File: src/rtl/pcr_pkg.sv
package pcr_pkg;

    localparam int DW = 8;

    // per-port offsets (port 0), shifted by the port bias
    localparam logic [7:0] OFF_DIN  = 8'h00;
    localparam logic [7:0] OFF_DOUT = 8'h04;
    localparam logic [7:0] OFF_DIR  = 8'h06;
    localparam logic [7:0] OFF_DRV  = 8'h08;
    localparam logic [7:0] OFF_IMC  = 8'h0A;
    localparam logic [7:0] OFF_OEN  = 8'h0C;

    // shared registers
    localparam logic [7:0] OFF_MCA  = 8'h20;
    localparam logic [7:0] OFF_MCB  = 8'h21;
    localparam logic [7:0] OFF_MSKA = 8'h22;
    localparam logic [7:0] OFF_MSKB = 8'h23;
    localparam logic [7:0] OFF_PM0  = 8'hB0;
    localparam logic [7:0] OFF_PM2  = 8'hB4;
    localparam logic [7:0] OFF_PROT = 8'hC0;
    localparam logic [7:0] OFF_SEC  = 8'hC2;
    localparam logic [7:0] OFF_JTAG = 8'hC7;
    localparam logic [7:0] OFF_PAGE = 8'hE0;
    localparam logic [7:0] OFF_ID0  = 8'hF0;
    localparam logic [7:0] OFF_ID1  = 8'hF1;

    function automatic logic [7:0] port_bias(input int idx);
        case (idx)
            0:       return 8'h00;
            1:       return 8'h01;
            default: return 8'h10;
        endcase
    endfunction

    typedef struct packed {
        logic [DW-1:0] dout;
        logic [DW-1:0] dir;
        logic [DW-1:0] drv;
    } port_regs_t;

    typedef struct packed {
        logic [DW-1:0] val;
        logic [DW-1:0] msk;
    } mc_regs_t;

    typedef struct packed {
        logic [DW-1:0] pm0;
        logic [DW-1:0] pm2;
        logic [DW-1:0] page;
        logic [DW-1:0] jtag;
        logic [DW-1:0] rdata;
    } misc_regs_t;

endpackage

File: src/rtl/pcr_window.sv
module pcr_window #(
    parameter int ADDR_W = 16
) (
    input  logic              cs,
    input  logic [ADDR_W-1:0] addr,
    input  logic [ADDR_W-9:0] base_page,
    output logic              hit,
    output logic [7:0]        off
);
    always_comb begin
        hit = cs && (addr[ADDR_W-1:8] == base_page);
        off = addr[7:0];
    end
endmodule

File: src/rtl/pcr_port.sv
module pcr_port
    import pcr_pkg::*;
#(
    parameter logic [7:0] BIAS = 8'h00
) (
    input  logic          clk,
    input  logic          rst_n,
    input  logic          we,
    input  logic [7:0]    off,
    input  logic [DW-1:0] wdata,
    input  logic [DW-1:0] pin_lvl,
    input  logic [DW-1:0] imc_lvl,
    output logic [DW-1:0] dout,
    output logic [DW-1:0] dir,
    output logic [DW-1:0] drv,
    output logic [DW-1:0] rval
);
    localparam logic [7:0] A_DIN  = OFF_DIN  + BIAS;
    localparam logic [7:0] A_DOUT = OFF_DOUT + BIAS;
    localparam logic [7:0] A_DIR  = OFF_DIR  + BIAS;
    localparam logic [7:0] A_DRV  = OFF_DRV  + BIAS;
    localparam logic [7:0] A_IMC  = OFF_IMC  + BIAS;
    localparam logic [7:0] A_OEN  = OFF_OEN  + BIAS;

    port_regs_t r_d, r_q;

    always_comb begin
        r_d = r_q;
        if (we) begin
            case (off)
                A_DOUT:  r_d.dout = wdata;
                A_DIR:   r_d.dir  = wdata;
                A_DRV:   r_d.drv  = wdata;
                default: ;
            endcase
        end
        case (off)
            A_DIN:   rval = pin_lvl;
            A_DOUT:  rval = r_q.dout;
            A_DIR:   rval = r_q.dir;
            A_DRV:   rval = r_q.drv;
            A_IMC:   rval = imc_lvl;
            A_OEN:   rval = r_q.dir;
            default: rval = '0;
        endcase
    end

    always_ff @(posedge clk or negedge rst_n) begin
        if (!rst_n) r_q <= '0;
        else        r_q <= r_d;
    end

    assign dout = r_q.dout;
    assign dir  = r_q.dir;
    assign drv  = r_q.drv;
endmodule

File: src/rtl/pcr_mcbank.sv
module pcr_mcbank
    import pcr_pkg::*;
#(
    parameter logic [7:0] A_VAL = 8'h20,
    parameter logic [7:0] A_MSK = 8'h22
) (
    input  logic          clk,
    input  logic          rst_n,
    input  logic          we,
    input  logic [7:0]    off,
    input  logic [DW-1:0] wdata,
    output logic [DW-1:0] val,
    output logic [DW-1:0] msk,
    output logic [DW-1:0] rval
);
    mc_regs_t m_d, m_q;

    always_comb begin
        m_d = m_q;
        if (we && off == A_VAL) m_d.val = (m_q.val & m_q.msk) | (wdata & ~m_q.msk);
        if (we && off == A_MSK) m_d.msk = wdata;
        if (off == A_VAL)      rval = m_q.val & ~m_q.msk;
        else if (off == A_MSK) rval = m_q.msk;
        else                   rval = '0;
    end

    always_ff @(posedge clk or negedge rst_n) begin
        if (!rst_n) m_q <= '0;
        else        m_q <= m_d;
    end

    assign val = m_q.val;
    assign msk = m_q.msk;
endmodule

File: src/rtl/port_ctl_regs.sv
module port_ctl_regs
    import pcr_pkg::*;
#(
    parameter int         ADDR_W   = 16,
    parameter int         NPORT    = 3,
    parameter logic [7:0] PROT_VAL = 8'h0F,
    parameter logic [7:0] SEC_VAL  = 8'h01,
    parameter logic [7:0] ID0_VAL  = 8'h25,
    parameter logic [7:0] ID1_VAL  = 8'h13
) (
    input  logic                clk,
    input  logic                rst_n,
    input  logic [ADDR_W-9:0]   base_page,
    input  logic                cs,
    input  logic [ADDR_W-1:0]   addr,
    input  logic                wr,
    input  logic                rd,
    input  logic [DW-1:0]       wdata,
    output logic [DW-1:0]       rdata,
    input  logic [NPORT*DW-1:0] pad_in,
    input  logic [NPORT*DW-1:0] imc_in,
    output logic [NPORT*DW-1:0] pad_out,
    output logic [NPORT*DW-1:0] pad_oe,
    output logic [NPORT*DW-1:0] drive_sel,
    output logic [DW-1:0]       mc_a,
    output logic [DW-1:0]       mc_b,
    output logic [DW-1:0]       page,
    output logic [DW-1:0]       pm0,
    output logic [DW-1:0]       pm2,
    output logic [DW-1:0]       jtag_en
);
    localparam int NBANK = 2;

    logic          hit, we, re;
    logic [7:0]    off;
    logic [DW-1:0] port_rv [NPORT];
    logic [DW-1:0] bank_rv [NBANK];
    logic [DW-1:0] bank_val [NBANK];
    logic [DW-1:0] bank_msk [NBANK];
    logic [DW-1:0] msk_a;
    logic [DW-1:0] rd_val;
    misc_regs_t    s_d, s_q;

    pcr_window #(.ADDR_W(ADDR_W)) u_win (
        .cs(cs), .addr(addr), .base_page(base_page), .hit(hit), .off(off)
    );

    assign we = hit && wr;
    assign re = hit && rd;

    for (genvar p = 0; p < NPORT; p++) begin : g_port
        pcr_port #(.BIAS(port_bias(p))) u_port (
            .clk(clk), .rst_n(rst_n), .we(we), .off(off), .wdata(wdata),
            .pin_lvl(pad_in[p*DW +: DW]), .imc_lvl(imc_in[p*DW +: DW]),
            .dout(pad_out[p*DW +: DW]), .dir(pad_oe[p*DW +: DW]),
            .drv(drive_sel[p*DW +: DW]), .rval(port_rv[p])
        );
    end

    for (genvar b = 0; b < NBANK; b++) begin : g_bank
        pcr_mcbank #(
            .A_VAL(b == 0 ? OFF_MCA  : OFF_MCB),
            .A_MSK(b == 0 ? OFF_MSKA : OFF_MSKB)
        ) u_bank (
            .clk(clk), .rst_n(rst_n), .we(we), .off(off), .wdata(wdata),
            .val(bank_val[b]), .msk(bank_msk[b]), .rval(bank_rv[b])
        );
    end

    always_comb begin
        s_d = s_q;
        if (we) begin
            case (off)
                OFF_PM0:  s_d.pm0  = wdata;
                OFF_PM2:  s_d.pm2  = wdata;
                OFF_PAGE: s_d.page = wdata;
                OFF_JTAG: s_d.jtag = wdata;
                default:  ;
            endcase
        end
        case (off)
            OFF_PM0:  rd_val = s_q.pm0;
            OFF_PM2:  rd_val = s_q.pm2;
            OFF_PAGE: rd_val = s_q.page;
            OFF_JTAG: rd_val = s_q.jtag;
            OFF_PROT: rd_val = PROT_VAL;
            OFF_SEC:  rd_val = SEC_VAL;
            OFF_ID0:  rd_val = ID0_VAL;
            OFF_ID1:  rd_val = ID1_VAL;
            default:  rd_val = '0;
        endcase
        for (int p = 0; p < NPORT; p++) rd_val = rd_val | port_rv[p];
        for (int b = 0; b < NBANK; b++) rd_val = rd_val | bank_rv[b];
        s_d.rdata = re ? rd_val : '0;
    end

    always_ff @(posedge clk or negedge rst_n) begin
        if (!rst_n) s_q <= '0;
        else        s_q <= s_d;
    end

    assign rdata   = s_q.rdata;
    assign pm0     = s_q.pm0;
    assign pm2     = s_q.pm2;
    assign page    = s_q.page;
    assign jtag_en = s_q.jtag;
    assign mc_a    = bank_val[0];
    assign mc_b    = bank_val[1];
    assign msk_a   = bank_msk[0];

endmodule

File: config.mk
export PLATFORM = sky130hd
export DESIGN_NAME = port_ctl_regs
export DESIGN_NICKNAME = d
export VERILOG_FILES = /design/src/rtl/pcr_pkg.sv /design/src/rtl/pcr_window.sv /design/src/rtl/pcr_port.sv /design/src/rtl/pcr_mcbank.sv /design/src/rtl/port_ctl_regs.sv
export SDC_FILE = /design/constraint.sdc
export NUM_CORES = 1
export LEC_CHECK = 0
export BUFFER_PORTS_ARGS = -buffer_cell sky130_fd_sc_hd__buf_2
export CAP_MARGIN = 20
export CORE_UTILIZATION = 53
export DETAILED_ROUTE_END_ITERATION = 12
export GPL_TIMING_DRIVEN = 0
export PLACE_DENSITY = 0.82
export SETUP_SLACK_MARGIN = 0.05
export SYNTH_ARGS = -nofsm -noshare
export SYNTH_HDL_FRONTEND = slang
export SYNTH_SLANG_ARGS = --single-unit
File: constraint.sdc
create_clock -name clk -period 1.83 [get_ports clk]
set_input_delay 0.0915 -clock clk [delete_from_list [all_inputs] [get_ports clk]]
set_output_delay 0.0915 -clock clk [all_outputs]
set_load 0.01 [all_outputs]
==> run metrics, run 1 <==
status finished with violations; failing checks negative setup slack; Worst Hold Class input port to flip-flop; leading area contributor after synthesis dfrtp_1; clk_lat worst skew 0.43 ns; die width 123 um; number of global-route vias before repair 6895; worst r2r dst rdata[0]$_DFF_PN0_; crit path cell chain buf_2 -> nor4b_2 -> nand2_1 -> o32ai_1 -> a2111oi_4 -> a41oi_1; drt wl/cell 27.0 um; final hold vios 0; Final Max Tran Viols 0; Clock transition at path regs 0.06 ns; Clock Tree Buf Depth 2; ys flop type dfrtp_1; # DRC 0; sequential fraction of the synthesis area 46.5%; Final Util 73.1%; Post-Place Setup Slack -1.02 ns; Max Cap Viol 0; GRT Total Usage 40.8%; measured slew at the worst slew-check pin 0.885 ns; internal reg-to-reg setup slack 0.11 ns; Post-DP Area 9200 um^2; share of cells above drive strength 1 53.1%; post-synthesis sequential element count 144; largest net degree at the start of global routing 80; post-synthesis area per instance 11.9 um^2; Worst Skew 0.00740 ns; I/O Buffers 208; Fill cells 986; power per cell area 722 nW/um^2; VDD IR max 634 uV; antenna-violating nets left 0; DR iter-0 viols 936; Post-Syn Nets 734; DR vias 7288; CTS root buf clkbuf_16; CP arrival 2.22 ns; Crit Reg-Reg Startpoint g_bank[0].u_bank.msk[0]$_DFFE_PN0P_; Ys Warns 0; share of Yosys cell area claimed by the top area cell type 46.5%; RSZ-0062 raised after global routing yes; crit end category flip-flop; ant diodes 0; hold path depth 2; clock tree sinks 144; cell row count 43; Placer Congestion 0.996; Area contributors post-synth dfrtp_1 (47%), mux2_2 (20%), mux2i_1 (2.8%), nor4_4 (1.6%), nor3_1 (1.6%); Initial Util 55.1%; worst-path cell with the longest stage delay nor4b_2; Die Area 15100 um^2; first-pass GRT wire length 43600 um; vias per cell 6.61; Post-synth EDFFs 0; mapped cell area 7740 um^2; DP HPWL 21300 um; crit share post-route 103%; hold endpoint g_port[0].u_port.drv[3]$_DFFE_PN0P_; unique cell type count in the Yosys netlist 69; H-Tree Depth 4; Layout Nets 996; Startpoint Class input port; max_slew headroom 41.0%; Die Y 123 um; critical path type input port to flip-flop; gr ovfl total 0; # setup viols final 6; design area 10300 um^2; Setup WS post-layout -0.0468 ns; launch point of the worst hold path wdata[3]; Pleak 5.13 nW; core area 14000 um^2; Post-synth ARST share 100%; reg2reg path depth 5; Detailed Route WL 29800 um; WP data required 2.17 ns; Tmin final 1.88 ns; CTS tree yes; Syn Inst Count 649; # IOs 213; Max FO, Critical Path 10; max incr delay on CP 0.68 ns; initial antenna violation count 0; CTS buffer count 17; 1st-pass router iterations 5; Area growth syn-to-layout 32.5%; fmax 0.533 GHz
[metal layers]
| metal | routed length [um] | part of all wire (%) | GRT usage (%) |
|---|---|---|---|
| met1 | 11500 | 39 | 54.8 |
| met2 | 13300 | 45 | 60.5 |
| met3 | 3390 | 11 | 11.0 |
| met4 | 1620 | 5.4 | 21.0 |
| met5 | 0 | 0 | 0 |
[placed cells by master, fill, tap and decap left out, types with 6 or more instances in the layout]
master     synthesis  routed
a21oi_1           17      17
o2bb2ai_1          6       6
a22oi_1           10      10
mux2_2           137     114
a31oi_1           10      10
nor4_4             6       6
mux2i_1           22      21
clkbuf_1          17      13
o22ai_1            9       9
clkbuf_16          0      17
nand3_1           17      16
a32oi_1            8       8
nand2_1           31      30
nor3_4             5       6
mux2_4             0      23
nor2b_1            8       7
inv_1             10      10
nor2_1            13      13
dfrtp_1          144     144
nand3b_1           6       6
nand4_1            9       9
nor3_1            24      23
o21ai_0           10      10
nor3b_1            7       7
buf_2             21     220
buf_4              0      36
[final cells by class]
cell class	instances	area, um^2	share of cell area, %
inverters	10	37.5	0.366
clock buffers	22	464	4.52
plain buffers	44	273	2.66
multi-input cells	450	4150	40.4
well taps	180	225	2.20
clock inverters	9	133	1.29
repair buffers	244	1380	13.4
flip-flops and latches	144	3600	35.1
[through the flow]
stage | power, mW | std cells | setup TNS (ns) | hold WS, ns
after floorplan | 3.50 | 649 | -1.64 | -0.204
after global placement | 3.82 | 1037 | -263.59 | 0.493
after detailed placement | 3.83 | 1038 | -76.14 | 0.126
after CTS | 7.37 | 1091 | 0 | 0.0840
after global routing | 7.56 | 1103 | -0.314 | 0.0759
final | 7.40 | 1103 | -0.232 | 0.107
[where the power goes]
part	leakage [nW]	internal, mW	switching (mW)	total, mW
combinational	2.83	0.206	0.440	0.647
clock	0.287	2.21	1.36	3.57
sequential	2.01	3.19	0.000763	3.19
[critical path, delay by kind of cell]
kind	cells	cell delay (ns)
and+or+nand+nor	2	1.07
AOI/OAI and AO/OA	3	0.88
buffers and inverters	1	0.17
[how the worst max path moves through the flow]
stage	from	to	slack, ns	cells after the start
floorplan	base_page[1]	g_port[2].u_port.dout[7]$_DFFE_PN0P_	-0.05	7
global placement	rst_n	pm2[0]$_DFFE_PN0P_	-1.33	1
detailed placement	addr[0]	rdata[0]$_DFF_PN0_	-1.02	7
CTS	g_bank[0].u_bank.msk[2]$_DFFE_PN0P_	rdata[2]$_DFF_PN0_	0.05	5
global route	addr[5]	rdata[0]$_DFF_PN0_	-0.07	6
finish	addr[5]	rdata[0]$_DFF_PN0_	-0.05	6
[cell usage after synthesis, types with 3 or more instances]
cell type,count
and3_1,3
nor3b_1,7
nand3_1,17
nor4b_1,4
nor3_4,5
mux4_2,4
buf_1,4
o32ai_1,4
a32oi_1,8
nand4_1,9
nor4_1,3
a21oi_1,17
nand3b_1,6
inv_1,10
a31oi_1,10
nand2_1,31
mux2i_1,22
o22ai_1,9
a41oi_1,3
a32o_1,4
a22o_1,4
clkbuf_1,17
and4_1,4
mux2_2,137
o21ai_0,10
nor3_1,24
a211oi_1,5
a22oi_1,10
o2bb2ai_1,6
a2111oi_0,3
dfrtp_1,144
xnor2_1,8
mux2_1,3
nor4_4,6
buf_2,21
nor2b_1,8
nor2_1,13
[kinds of logic after synthesis]
| logic type | synth area share (%) |
|---|---|
| and+or+nand+nor | 14.8 |
| DFF | 46.5 |
| muxes | 24.4 |
| AOI/OAI and AO/OA | 10.0 |
| xor gates and xnor gates | 1.02 |
| buffers and inverters | 3.22 |
[timing repair]
action / in CTS / in global routing
pin swaps: 12 / 11
hold buffers: 1 / 0
gates resized for setup: 25 / 21
setup endpoints to repair: 112 / 87
hold endpoints to repair: 65 / 0
buffers inserted: 22 / 12
Power figures use the tool's default switching activity.
==> inputs of run 2 (changes only) <==
CORE_UTILIZATION = 27   (was 53)
PLACE_DENSITY = 0.48   (was 0.82)
==> run metrics, run 2 (same netlist as run 1, synthesis figures left out) <==
status finished with violations; failing checks negative setup slack; crit share post-route 105% (+2.3 points); Placer Congestion 0.953 (-4.4%); worst r2r dst rdata[2]$_DFF_PN0_; # IOs 213 (unchanged); Setup WS post-layout -0.0898 ns (-0.0430 ns); Post-Place Setup Slack -1.13 ns (-0.119 ns); Net Sw Power 1.88 mW (+4.2%); largest net degree at the start of global routing 80 (unchanged); DR vias 6968 (-4.4%); # setup viols final 1 (-5); drt wl/cell 26.7 um (-1.1%); antenna-violating nets left 0 (unchanged); Die Y 171 um (+39%); Reg power frac 44.9% (+1.9 points); internal reg-to-reg setup slack -0.02 ns (-0.13 ns); Layout Nets 993 (-0.30%); grt met1 use 32.6% (-22 points); Switching Share 26.4% (+2.1 points); Gate power share 9.5% (+0.8 points); design area 10500 um^2 (+2.4%); met3 GRT Util 5.68% (-5.3 points); Clk pwr share 45.7% (-2.5 points); # DRC 0 (unchanged); Tmin final 1.92 ns (+0.0430 ns); Startpoint Class input port; final std cells w/o fill 1300 (+18%); total power 7.10 mW (-4.1%); Clock Tree Buf Depth 2 (unchanged); number of global-route vias before repair 7028 (+1.9%); global routing usage on met2 36.8% (-24 points); Post-DP Area 9450 um^2 (+2.7%); Detailed Route WL 34700 um (+17%); share of cells above drive strength 1 53.8% (+0.72 points); most common cell after layout, fill and taps aside buf_2; hold path depth 2 (unchanged); critical path type input port to flip-flop; DP HPWL 25600 um (+20%); reg2reg path depth 5 (unchanged); crit path cell chain buf_2 -> clkbuf_4 -> nor3_1 -> and4_1 -> a32oi_1 -> o211a_1 -> a31oi_1; fmax 0.521 GHz (-2.2%); max_slew headroom 40.3% (-0.68 points); max incr delay on CP 0.64 ns (-0.04 ns); I/O Buffers 208 (unchanged); layer with the highest usage met2; GRT Total Usage 24.0% (-17 points); clk_lat worst skew 0.43 ns (about the same); Final Util 37.5% (-36 points); Area growth syn-to-layout 35.6%; crit end category flip-flop; 1st-pass router iterations 5 (unchanged); Fill cells 2849 (+190%); vias per cell 5.36 (-19%); CTS buffer count 17 (unchanged); Die Area 29400 um^2 (+94%); worst hold margin 0.129 ns (+0.0216 ns); DR iter-0 viols 554 (-41%); Max FO, Critical Path 10 (unchanged); Max Cap Viol 0 (unchanged); power per cell area 676 nW/um^2 (-6.3%); core area 28000 um^2 (+99%); launch point of the worst hold path wdata[6]; Worst Skew 0.00749 ns (+0.0000877 ns); initial antenna violation count 2 (+2); die width 171 um (+39%); CP arrival 2.20 ns (-0.02 ns); internal power 5.22 mW (-6.8%); dpl cells 1236 (+19%); Clock transition at path regs 0.06 ns (about the same); WP data required 2.11 ns (-0.06 ns); Final Max Tran Viols 0 (unchanged); cell row count 61 (+42%); RSZ-0062 raised after global routing yes; Pleak 5.10 nW (-0.67%); hold endpoint g_bank[1].u_bank.msk[6]$_DFFE_PN0P_; Initial Util 27.6% (-27 points); most frequent cells in the layout buf_2 (219), dfrtp_1 (144), mux2_2 (114), buf_4 (31), nand2_1 (30); Crit Reg-Reg Startpoint g_bank[0].u_bank.msk[2]$_DFFE_PN0P_; measured slew at the worst slew-check pin 0.895 ns (+0.0103 ns); gr ovfl total 0 (unchanged); clock tree sinks 144 (unchanged); H-Tree Depth 4 (unchanged); CTS root buf clkbuf_16; setup_tns -0.0898 ns (+0.142 ns); CTS tree yes; first-pass GRT wire length 49100 um (+13%); Worst Hold Class input port to flip-flop; final hold vios 0 (unchanged); worst-path cell with the longest stage delay nor3_1; VDD IR max 587 uV (-7.4%)
==> run 2: cell count changes in the layout (fill, tap and decap cells not counted), moves of 2 or more <==
cell,delta
nor3_1,-2
clkbuf_2,+3
clkinvlp_4,+3
clkbuf_4,-2
buf_12,+3
clkbuf_1,-2
bufinv_16,-3
buf_4,-5
diode_2,+2
==> run 2: timing repair <==
| action | 4_1_cts | 5_1_grt |
|---|---|---|
| pin swaps | 14 | 4 |
| buffers inserted | 25 | 6 |
| hold buffers | 1 | 0 |
| hold endpoints to repair | 65 | 0 |
| gates resized for setup | 36 | 18 |
| endpoints found under the setup margin | 133 | 38 |
==> run 2: worst max-delay path: cells and delay by family <==
family,cells,cell delay [ns]
buf+inv,2,0.35
compound gates,3,0.66
simple gates,2,1.09
==> run 2: power by group through the flow <==
| stage | sequential, mW | combinational [mW] | clock [mW] |
|---|---|---|---|
| 2_1_floorplan | 3.24 | 0.256 | 0 |
| 3_3_place_gp | 3.24 | 0.618 | 0 |
| 3_5_place_dp | 3.24 | 0.626 | 0 |
| 4_1_cts | 3.19 | 0.653 | 3.29 |
| 5_1_grt | 3.18 | 0.709 | 3.42 |
| 6_report | 3.19 | 0.672 | 3.24 |
==> run 2: area by class of cell <==
class | count | area [um^2] | share of cell area, %
clock buffers | 22 | 474 | 4.52
inverters | 10 | 37.5 | 0.357
clock inverters | 9 | 61.3 | 0.584
flip-flops and latches | 144 | 3600 | 34.3
repair buffers | 241 | 1390 | 13.3
well taps | 378 | 473 | 4.50
diodes | 2 | 5.00 | 0.0477
multi-input cells | 450 | 4170 | 39.8
plain buffers | 44 | 279 | 2.66
==> run 2: layer usage <==
| layer | vias to the layer above | routed length [um] |
|---|---|---|
| li1 | 3007 | - |
| met1 | 3555 | 15100 |
| met2 | 340 | 15700 |
| met3 | 64 | 2790 |
| met4 | 2 | 1090 |
| met5 | - | 11 |
==> run 2: how the worst max path moves through the flow <==
stage                       from                                    to  slack (ns)  cells past startpoint
detailed placement       addr[0]                    rdata[0]$_DFF_PN0_       -1.13                      7
global route             addr[7]                    rdata[2]$_DFF_PN0_       0.004                      7
floorplan           base_page[1]  g_port[2].u_port.dout[7]$_DFFE_PN0P_       -0.05                      7
global placement           rst_n                    pm0[7]$_DFFE_PN0P_       -1.66                      1
finish                   addr[7]                    rdata[2]$_DFF_PN0_       -0.09                      7
CTS                      addr[7]                             flip-flop        0.03                      6
